$ cat src/rtl/irw_pkg.sv
package irw_pkg;
  localparam int ADDR_W = 40;

  localparam logic [2:0] RA_CTRL  = 3'd0;
  localparam logic [2:0] RA_BASE  = 3'd1;
  localparam logic [2:0] RA_WBLO  = 3'd2;
  localparam logic [2:0] RA_WBHI  = 3'd3;
  localparam logic [2:0] RA_RPTR  = 3'd4;
  localparam logic [2:0] RA_WPTR  = 3'd5;
  localparam logic [2:0] RA_DROPS = 3'd6;

  typedef struct packed {
    logic [15:0] pasid;
    logic [7:0]  vmid;
    logic [7:0]  ring_id;
    logic [27:0] payload;
    logic [7:0]  source;
  } irw_event_t;

  typedef struct packed {
    logic [4:0] size_log2;
    logic       rearm;
    logic       wb_en;
    logic       ovf_clr;
    logic       ovf_en;
    logic       intr_en;
    logic       ring_en;
  } irw_ctrl_t;
endpackage

$ cat src/rtl/irw_event_fifo.sv
module irw_event_fifo
  import irw_pkg::*;
#(
  parameter int DEPTH  = 4,
  parameter int DROP_W = 16
) (
  input  logic              clk,
  input  logic              rst_n,
  input  logic              push_valid,
  input  irw_event_t        push_data,
  input  logic              pop,
  output logic              head_valid,
  output irw_event_t        head_data,
  output logic              full,
  output logic [DROP_W-1:0] drops
);
  localparam int AW = (DEPTH > 1) ? $clog2(DEPTH) : 1;
  localparam int CW = $clog2(DEPTH + 1);

  irw_event_t        store_q [DEPTH];
  logic [AW-1:0]     wr_q, wr_d, rd_q, rd_d;
  logic [CW-1:0]     cnt_q, cnt_d;
  logic [DROP_W-1:0] drop_q, drop_d;
  logic              do_push, do_pop;

  function automatic logic [AW-1:0] bump(input logic [AW-1:0] p);
    return (p == AW'(DEPTH - 1)) ? '0 : p + 1'b1;
  endfunction

  assign full       = (cnt_q == CW'(DEPTH));
  assign head_valid = (cnt_q != '0);
  assign head_data  = store_q[rd_q];
  assign drops      = drop_q;
  assign do_push    = push_valid & ~full;
  assign do_pop     = pop & head_valid;

  always_comb begin
    wr_d   = do_push ? bump(wr_q) : wr_q;
    rd_d   = do_pop ? bump(rd_q) : rd_q;
    cnt_d  = cnt_q;
    drop_d = drop_q;
    if (do_push && !do_pop) cnt_d = cnt_q + 1'b1;
    if (!do_push && do_pop) cnt_d = cnt_q - 1'b1;
    if (push_valid && full && (drop_q != '1)) drop_d = drop_q + 1'b1;
  end

  always_ff @(posedge clk or negedge rst_n) begin
    if (!rst_n) begin
      wr_q   <= '0;
      rd_q   <= '0;
      cnt_q  <= '0;
      drop_q <= '0;
    end else begin
      wr_q   <= wr_d;
      rd_q   <= rd_d;
      cnt_q  <= cnt_d;
      drop_q <= drop_d;
    end
  end

  always_ff @(posedge clk) begin
    if (do_push) store_q[wr_q] <= push_data;
  end
endmodule

$ cat src/rtl/irw_ctrl_regs.sv
module irw_ctrl_regs
  import irw_pkg::*;
#(
  parameter int IDX_W  = 14,
  parameter int DROP_W = 16
) (
  input  logic              clk,
  input  logic              rst_n,
  input  logic              reg_wr,
  input  logic [2:0]        reg_addr,
  input  logic [31:0]       reg_wdata,
  output logic [31:0]       reg_rdata,
  input  logic              commit,
  input  logic              commit_ovf,
  input  logic [DROP_W-1:0] drops,
  output irw_ctrl_t         ctrl,
  output logic [31:0]       ring_base,
  output logic [ADDR_W-1:0] copy_addr,
  output logic [IDX_W-1:0]  rptr_idx,
  output logic [IDX_W-1:0]  wptr_idx,
  output logic [IDX_W-1:0]  mask_idx,
  output logic              ovf,
  output logic [31:0]       wptr_word,
  output logic              irq
);
  localparam int PTR_W = IDX_W + 4;

  irw_ctrl_t        ctrl_q, ctrl_d;
  logic [31:0]      base_q, base_d, wblo_q, wblo_d;
  logic [7:0]       wbhi_q, wbhi_d;
  logic [IDX_W-1:0] rptr_q, rptr_d, wptr_q, wptr_d;
  logic             ovf_q, ovf_d, gap_q, gap_d;
  logic             wr_rptr, wr_wptr;

  assign wr_rptr = reg_wr && (reg_addr == RA_RPTR);
  assign wr_wptr = reg_wr && (reg_addr == RA_WPTR);

  always_comb begin
    if (ctrl_q.size_log2 <= 5'd2) mask_idx = '0;
    else mask_idx = (IDX_W'(1) << (ctrl_q.size_log2 - 5'd2)) - IDX_W'(1);
  end

  always_comb begin
    ctrl_d = ctrl_q;
    base_d = base_q;
    wblo_d = wblo_q;
    wbhi_d = wbhi_q;
    rptr_d = rptr_q;
    wptr_d = wptr_q;
    ovf_d  = ovf_q;
    if (commit) begin
      wptr_d = (wptr_q + 1'b1) & mask_idx;
      ovf_d  = ovf_q | commit_ovf;
    end
    if (reg_wr) begin
      case (reg_addr)
        RA_CTRL: ctrl_d = irw_ctrl_t'({reg_wdata[12:8], reg_wdata[5:0]});
        RA_BASE: base_d = reg_wdata;
        RA_WBLO: wblo_d = reg_wdata;
        RA_WBHI: wbhi_d = reg_wdata[7:0];
        RA_RPTR: rptr_d = reg_wdata[PTR_W-1:4];
        RA_WPTR: begin
          wptr_d = reg_wdata[PTR_W-1:4];
          ovf_d  = 1'b0;
        end
        default: ;
      endcase
    end
    if (ctrl_q.ovf_clr) ovf_d = 1'b0;
    gap_d = wr_rptr & ctrl_q.rearm;
  end

  always_ff @(posedge clk or negedge rst_n) begin
    if (!rst_n) begin
      ctrl_q <= '0;
      base_q <= '0;
      wblo_q <= '0;
      wbhi_q <= '0;
      rptr_q <= '0;
      wptr_q <= '0;
      ovf_q  <= 1'b0;
      gap_q  <= 1'b0;
    end else begin
      ctrl_q <= ctrl_d;
      base_q <= base_d;
      wblo_q <= wblo_d;
      wbhi_q <= wbhi_d;
      rptr_q <= rptr_d;
      wptr_q <= wptr_d;
      ovf_q  <= ovf_d;
      gap_q  <= gap_d;
    end
  end

  assign ctrl      = ctrl_q;
  assign ring_base = base_q;
  assign copy_addr = {wbhi_q, wblo_q};
  assign rptr_idx  = rptr_q;
  assign wptr_idx  = wptr_q;
  assign ovf       = ovf_q;
  assign wptr_word = 32'({wptr_q, 3'b000, ovf_q});
  assign irq       = ctrl_q.ring_en & ctrl_q.intr_en & (rptr_q != wptr_q) & ~gap_q;

  always_comb begin
    reg_rdata = '0;
    case (reg_addr)
      RA_CTRL: begin
        reg_rdata[12:8] = ctrl_q.size_log2;
        reg_rdata[5:0]  = {ctrl_q.rearm, ctrl_q.wb_en, ctrl_q.ovf_clr,
                           ctrl_q.ovf_en, ctrl_q.intr_en, ctrl_q.ring_en};
      end
      RA_BASE:  reg_rdata = base_q;
      RA_WBLO:  reg_rdata = wblo_q;
      RA_WBHI:  reg_rdata = 32'(wbhi_q);
      RA_RPTR:  reg_rdata = 32'({rptr_q, 4'b0000});
      RA_WPTR:  reg_rdata = wptr_word;
      RA_DROPS: reg_rdata = 32'(drops);
      default:  reg_rdata = '0;
    endcase
  end
endmodule

$ cat src/rtl/irw_vec_engine.sv
module irw_vec_engine
  import irw_pkg::*;
#(
  parameter int IDX_W = 14
) (
  input  logic              clk,
  input  logic              rst_n,
  input  logic              head_valid,
  input  irw_event_t        head_data,
  input  logic              ring_en,
  input  logic              ovf_en,
  input  logic              wb_en,
  input  logic [31:0]       ring_base,
  input  logic [ADDR_W-1:0] copy_addr,
  input  logic [IDX_W-1:0]  wptr_idx,
  input  logic [IDX_W-1:0]  rptr_idx,
  input  logic [IDX_W-1:0]  mask_idx,
  input  logic [31:0]       wptr_word,
  input  logic              mem_ready,
  output logic              pop,
  output logic              mem_valid,
  output logic [ADDR_W-1:0] mem_addr,
  output logic [31:0]       mem_data,
  output logic              commit,
  output logic              commit_ovf
);
  typedef enum logic [1:0] {ST_IDLE, ST_VEC, ST_COPY} st_t;

  st_t              st_q, st_d;
  logic [1:0]       beat_q, beat_d;
  irw_event_t       cur_q, cur_d;
  logic [IDX_W-1:0] next_idx;
  logic             ring_full;

  assign next_idx  = (wptr_idx + 1'b1) & mask_idx;
  assign ring_full = (next_idx == rptr_idx);

  always_comb begin
    st_d       = st_q;
    beat_d     = beat_q;
    cur_d      = cur_q;
    pop        = 1'b0;
    commit     = 1'b0;
    commit_ovf = 1'b0;
    mem_valid  = 1'b0;
    mem_addr   = '0;
    mem_data   = '0;
    case (st_q)
      ST_IDLE: begin
        if (head_valid && ring_en && (!ring_full || ovf_en)) begin
          pop    = 1'b1;
          cur_d  = head_data;
          beat_d = 2'd0;
          st_d   = ST_VEC;
        end
      end
      ST_VEC: begin
        mem_valid = 1'b1;
        mem_addr  = {ring_base, 8'h00} + ADDR_W'({wptr_idx, 4'b0000})
                    + ADDR_W'({beat_q, 2'b00});
        case (beat_q)
          2'd0:    mem_data = {24'h0, cur_q.source};
          2'd1:    mem_data = {4'h0, cur_q.payload};
          2'd2:    mem_data = {cur_q.pasid, cur_q.vmid, cur_q.ring_id};
          default: mem_data = '0;
        endcase
        if (mem_ready) begin
          if (beat_q == 2'd3) begin
            commit     = 1'b1;
            commit_ovf = ovf_en & ring_full;
            st_d       = wb_en ? ST_COPY : ST_IDLE;
          end else begin
            beat_d = beat_q + 1'b1;
          end
        end
      end
      ST_COPY: begin
        mem_valid = 1'b1;
        mem_addr  = copy_addr;
        mem_data  = wptr_word;
        if (mem_ready) st_d = ST_IDLE;
      end
      default: st_d = ST_IDLE;
    endcase
  end

  always_ff @(posedge clk or negedge rst_n) begin
    if (!rst_n) begin
      st_q   <= ST_IDLE;
      beat_q <= '0;
      cur_q  <= '0;
    end else begin
      st_q   <= st_d;
      beat_q <= beat_d;
      cur_q  <= cur_d;
    end
  end
endmodule

$ cat src/rtl/intr_ring_writer.sv
module intr_ring_writer
  import irw_pkg::*;
#(
  parameter int IDX_W      = 14,
  parameter int FIFO_DEPTH = 4,
  parameter int DROP_W     = 16
) (
  input  logic        clk,
  input  logic        rst_n,
  input  logic        reg_wr,
  input  logic [2:0]  reg_addr,
  input  logic [31:0] reg_wdata,
  output logic [31:0] reg_rdata,
  input  logic        ev_valid,
  input  logic [7:0]  ev_source,
  input  logic [27:0] ev_payload,
  input  logic [7:0]  ev_ring,
  input  logic [7:0]  ev_vmid,
  input  logic [15:0] ev_pasid,
  output logic        mem_wr_valid,
  input  logic        mem_wr_ready,
  output logic [39:0] mem_wr_addr,
  output logic [31:0] mem_wr_data,
  output logic        irq
);
  logic rst_meta_q, rst_core_n;

  always_ff @(posedge clk or negedge rst_n) begin
    if (!rst_n) begin
      rst_meta_q <= 1'b0;
      rst_core_n <= 1'b0;
    end else begin
      rst_meta_q <= 1'b1;
      rst_core_n <= rst_meta_q;
    end
  end

  irw_event_t        ev_in, head_data;
  irw_ctrl_t         ctrl;
  logic              head_valid, fifo_full, pop, commit, commit_ovf, ovf;
  logic [DROP_W-1:0] drops;
  logic [31:0]       ring_base, wptr_word;
  logic [ADDR_W-1:0] copy_addr;
  logic [IDX_W-1:0]  rptr_idx, wptr_idx, mask_idx;

  assign ev_in = '{pasid: ev_pasid, vmid: ev_vmid, ring_id: ev_ring,
                   payload: ev_payload, source: ev_source};

  irw_event_fifo #(.DEPTH(FIFO_DEPTH), .DROP_W(DROP_W)) u_fifo (
    .clk(clk), .rst_n(rst_core_n),
    .push_valid(ev_valid), .push_data(ev_in), .pop(pop),
    .head_valid(head_valid), .head_data(head_data),
    .full(fifo_full), .drops(drops)
  );

  irw_ctrl_regs #(.IDX_W(IDX_W), .DROP_W(DROP_W)) u_regs (
    .clk(clk), .rst_n(rst_core_n),
    .reg_wr(reg_wr), .reg_addr(reg_addr), .reg_wdata(reg_wdata), .reg_rdata(reg_rdata),
    .commit(commit), .commit_ovf(commit_ovf), .drops(drops),
    .ctrl(ctrl), .ring_base(ring_base), .copy_addr(copy_addr),
    .rptr_idx(rptr_idx), .wptr_idx(wptr_idx), .mask_idx(mask_idx),
    .ovf(ovf), .wptr_word(wptr_word), .irq(irq)
  );

  irw_vec_engine #(.IDX_W(IDX_W)) u_engine (
    .clk(clk), .rst_n(rst_core_n),
    .head_valid(head_valid), .head_data(head_data),
    .ring_en(ctrl.ring_en), .ovf_en(ctrl.ovf_en), .wb_en(ctrl.wb_en),
    .ring_base(ring_base), .copy_addr(copy_addr),
    .wptr_idx(wptr_idx), .rptr_idx(rptr_idx), .mask_idx(mask_idx),
    .wptr_word(wptr_word), .mem_ready(mem_wr_ready),
    .pop(pop), .mem_valid(mem_wr_valid), .mem_addr(mem_wr_addr), .mem_data(mem_wr_data),
    .commit(commit), .commit_ovf(commit_ovf)
  );
endmodule

$ cat config.mk
export PLATFORM = sky130hd
export DESIGN_NAME = intr_ring_writer
export DESIGN_NICKNAME = d
export VERILOG_FILES = /design/src/rtl/irw_pkg.sv /design/src/rtl/irw_event_fifo.sv /design/src/rtl/irw_ctrl_regs.sv /design/src/rtl/irw_vec_engine.sv /design/src/rtl/intr_ring_writer.sv
export SDC_FILE = /design/constraint.sdc
export NUM_CORES = 1
export LEC_CHECK = 0
export ABC_CLOCK_PERIOD_IN_PS = 19600
export BUFFER_PORTS_ARGS = -buffer_cell sky130_fd_sc_hd__buf_2
export CAP_MARGIN = 20
export CORE_ASPECT_RATIO = 1.5
export CORE_UTILIZATION = 30
export CTS_BUF_LIST = sky130_fd_sc_hd__clkbuf_8
export CTS_CLUSTER_DIAMETER = 40
export CTS_CLUSTER_SIZE = 14
export DETAILED_ROUTE_END_ITERATION = 10
export GPL_TIMING_DRIVEN = 0
export PLACE_DENSITY = 0.49
export SETUP_SLACK_MARGIN = 0.05
export SLEW_MARGIN = 20
export SYNTH_ARGS = -nofsm -noshare
export SYNTH_HDL_FRONTEND = slang
export SYNTH_SLANG_ARGS = --single-unit
$ cat constraint.sdc
create_clock -name clk -period 19.6 [get_ports clk]
set_input_delay 2.94 -clock clk [delete_from_list [all_inputs] [get_ports clk]]
set_output_delay 2.94 -clock clk [all_outputs]
set_load 0.01 [all_outputs]
==> impl_metrics.toml <==
[run_status]
status = "finished clean"

[layout]
fin_cells = 2970
nets = 2047
area_delta_synth_final_pct = 18.3
finish.utilization_pct = 35.9
drive_gt1_share_pct = 32.1

[setup_path]
critical_path_class = "input port to output port"
r2r-start = "u_regs.ctrl[7]"
endpoint_kind = "output port"
required_ps = 16660
start_kind = "input port"
worstPathArrival_ps = 5690
worstPathMaxFanout = 10
r2r_cells = 25
timing.rr.end = "u_fifo.cnt_q[2]"
r2r_slack_ps = 13330

[place]
hpwl_um = 54100
place_inst = 2835
post-place-ws_ps = 10990
numPortBuffers = 211
gp_congestion = 0.904

[pwr]
vdd.ir_drop.worst_mv = 0.0789
internal_power_uw = 2430
p_seq_share_pct = 39.5
power_uw = 3790
share_comb_of_total_power_pct = 36.6
pwr_density_cell_mw_per_mm2 = 141
clockPowerShare_pct = 24.0
p_switching_uw = 1360
switching_share_pct = 35.8
leakage_uw = 0.0103

[route]
drc_errors = 0
drt_first_pass_iters = 7
first_iter_violations = 842
vias = 15034
via_per_inst = 5.06
wl_um = 73400
ant_nets = 0
wl_per_cell_um = 24.7

[global_routing]
grt_max_degree = 50
grt-ovfl-total = 0
antenna_found_initial = 15
track_usage_pct = 19.3
grt_pass1_wl_um = 108000
grt_pass1_vias = 16051

[flow_run]
maxCapViolations = 0

[yosys]
yosysWarnings = 0
ys_ff_latch = 482
synthFlopType = "edfxtp_1"
synth-edff-count = 272
yosysSeqAreaShare_pct = 59.1
synthCells = 1616
syn_area_mm2 = 0.0227
synth_cell_types = 85
avgSynthCellArea_um2 = 14.1
synth_fp_nets = 1753
synthArstFlopShare_pct = 43.6

[clock_network]
cts-resized-gates = 0
cts_sinks = 482
cts_tree = "done"
clk_pin_slew_worst_paths_ps = 80
cts-root-buf = "clkbuf_8"
cts-buffers-inserted = 73
cts_max_path_buffers = 3
post_cts.repair.setup_buffers = 0
insertion_delay_ps = 690
htree_levels = 3
postCtsHoldBufs = 0

[sta]
slew_headroom_pct = 33.4
fin_ws_ps = 10970
drv_slew = 0
period_minus_slack_ps = 8630
fin_tns_setup_ps = 0
grt_setup_unrepaired = "false"
fmax_mhz = 116
worstMarginPinSlew_ps = 999
hold_viol = 0
skew_ps = 37.0
setup_viol = 0
fin_crit_sh_pct = 44.0

[die]
num_rows = 123
die_w_um = 227
initial_utilization_pct = 30.3
core_area_mm2 = 0.0749
die_y_um = 339
io_pins = 214
dieArea_mm2 = 0.0769

[worst_hold_path]
hp-class = "flip-flop to async pin"
## metrics by stage
step | hold WS (ps) | instance area, µm²
global route | 367 | 26900
finish | 328 | 26900
CTS | 360 | 26900
detailed placement | 345 | 25300
floorplan | 331 | 22700
global placement | 338 | 25000
## cells in the mapped netlist, types with 31 or more instances
master / n / area (µm²)
a21oi_1: 31 / 155
a22oi_1: 46 / 345
clkbuf_1: 75 / 282
dfrtp_1: 210 / 5260
edfxtp_1: 272 / 8170
mux2_2: 96 / 1080
mux2_4: 69 / 1040
mux4_2: 74 / 1670
nand2_1: 109 / 409
nor2_1: 93 / 349
o21ai_0: 88 / 440
xnor2_1: 45 / 394
xor2_1: 34 / 298
## metal layers
layer	vias up	GRT usage [%]	routed length (µm)
li1	6724	-	-
met1	7644	21.0	27500
met2	506	35.1	39000
met3	140	4.48	4030
met4	20	8.26	2650
met5	-	0	128
## power by group through the flow
stage / combinational (µW) / sequential, µW / clock, µW
2_1_floorplan: 965 / 1460 / 0
3_3_place_gp: 1370 / 1530 / 0
3_5_place_dp: 1410 / 1520 / 0
4_1_cts: 1420 / 1500 / 942
5_1_grt: 1510 / 1520 / 981
6_report: 1390 / 1500 / 909
## layout make-up
type / instances / area (µm²)
Fill cell: 7359 / 48100
Multi-Input combinational cell: 999 / 8660
Inverter: 30 / 113
Buffer: 105 / 557
Tap cell: 1000 / 1250
Timing Repair Buffer: 219 / 1270
Clock inverter: 56 / 552
Sequential cell: 482 / 13400
Clock buffer: 76 / 1050
Antenna cell: 3 / 7.51
## layout by cell type, fill, tap and decap left out, types with 45 or more instances in the layout
cell type / instances
nor2_1: 93
mux4_2: 74
buf_2: 225
a22oi_1: 46
o21ai_0: 88
nand2_1: 109
mux2_4: 69
xnor2_1: 45
dfrtp_1: 209
clkbuf_8: 76
mux2_2: 96
clkbuf_1: 73
edfxtp_1: 272
## sequential cells by signal, indices dropped and copies added, names as in the netlist
name and count:
u_fifo.cnt_q 3, u_engine.cur_q 68, rst_core_n 1, rst_meta_q 1
u_regs.rptr_idx 14, u_fifo.wr_q 2, u_regs.gap_q 1, u_regs.ovf 1
u_engine.st_q 2, u_regs.ring_base 32, u_fifo.drops 16, u_fifo.rd_q 2
u_regs.wptr_idx 14, u_fifo.store_q 272, u_regs.ctrl 11, u_engine.beat_q 2
u_regs.wbhi_q 8, u_regs.wblo_q 32
## cells by family after synthesis
family,Yosys count,synth area share [%]
DFF,482,59.1
and+or+nand+nor,369,8.11
AOI/OAI and AO/OA,268,7.89
muxes,253,17.3
buffers and inverters,135,2.93
xor gates and xnor gates,79,3.05
adders and majority gates,29,1.66
other,1,0.0165
## worst max path at each step
stage | startpoint | endpoint | slack, ps
CTS | reg_addr[0] | reg_rdata[7] | 10990
finish | reg_addr[0] | reg_rdata[7] | 10970
global placement | rst_core_n | u_regs.ring_base[10] | 10080
detailed placement | reg_addr[0] | reg_rdata[7] | 10990
global route | reg_addr[0] | reg_rdata[4] | 10860
floorplan | reg_addr[0] | reg_rdata[4] | 12070
## critical path: stages
cell and delay (ps):
clkbuf_1 530, buf_1 530, clkbuf_1 660, mux2i_1 320, nor2_1 70, a21oi_1 280
a21oi_1 150, buf_2 190
No activity file was read; power rests on OpenSTA's default activity.
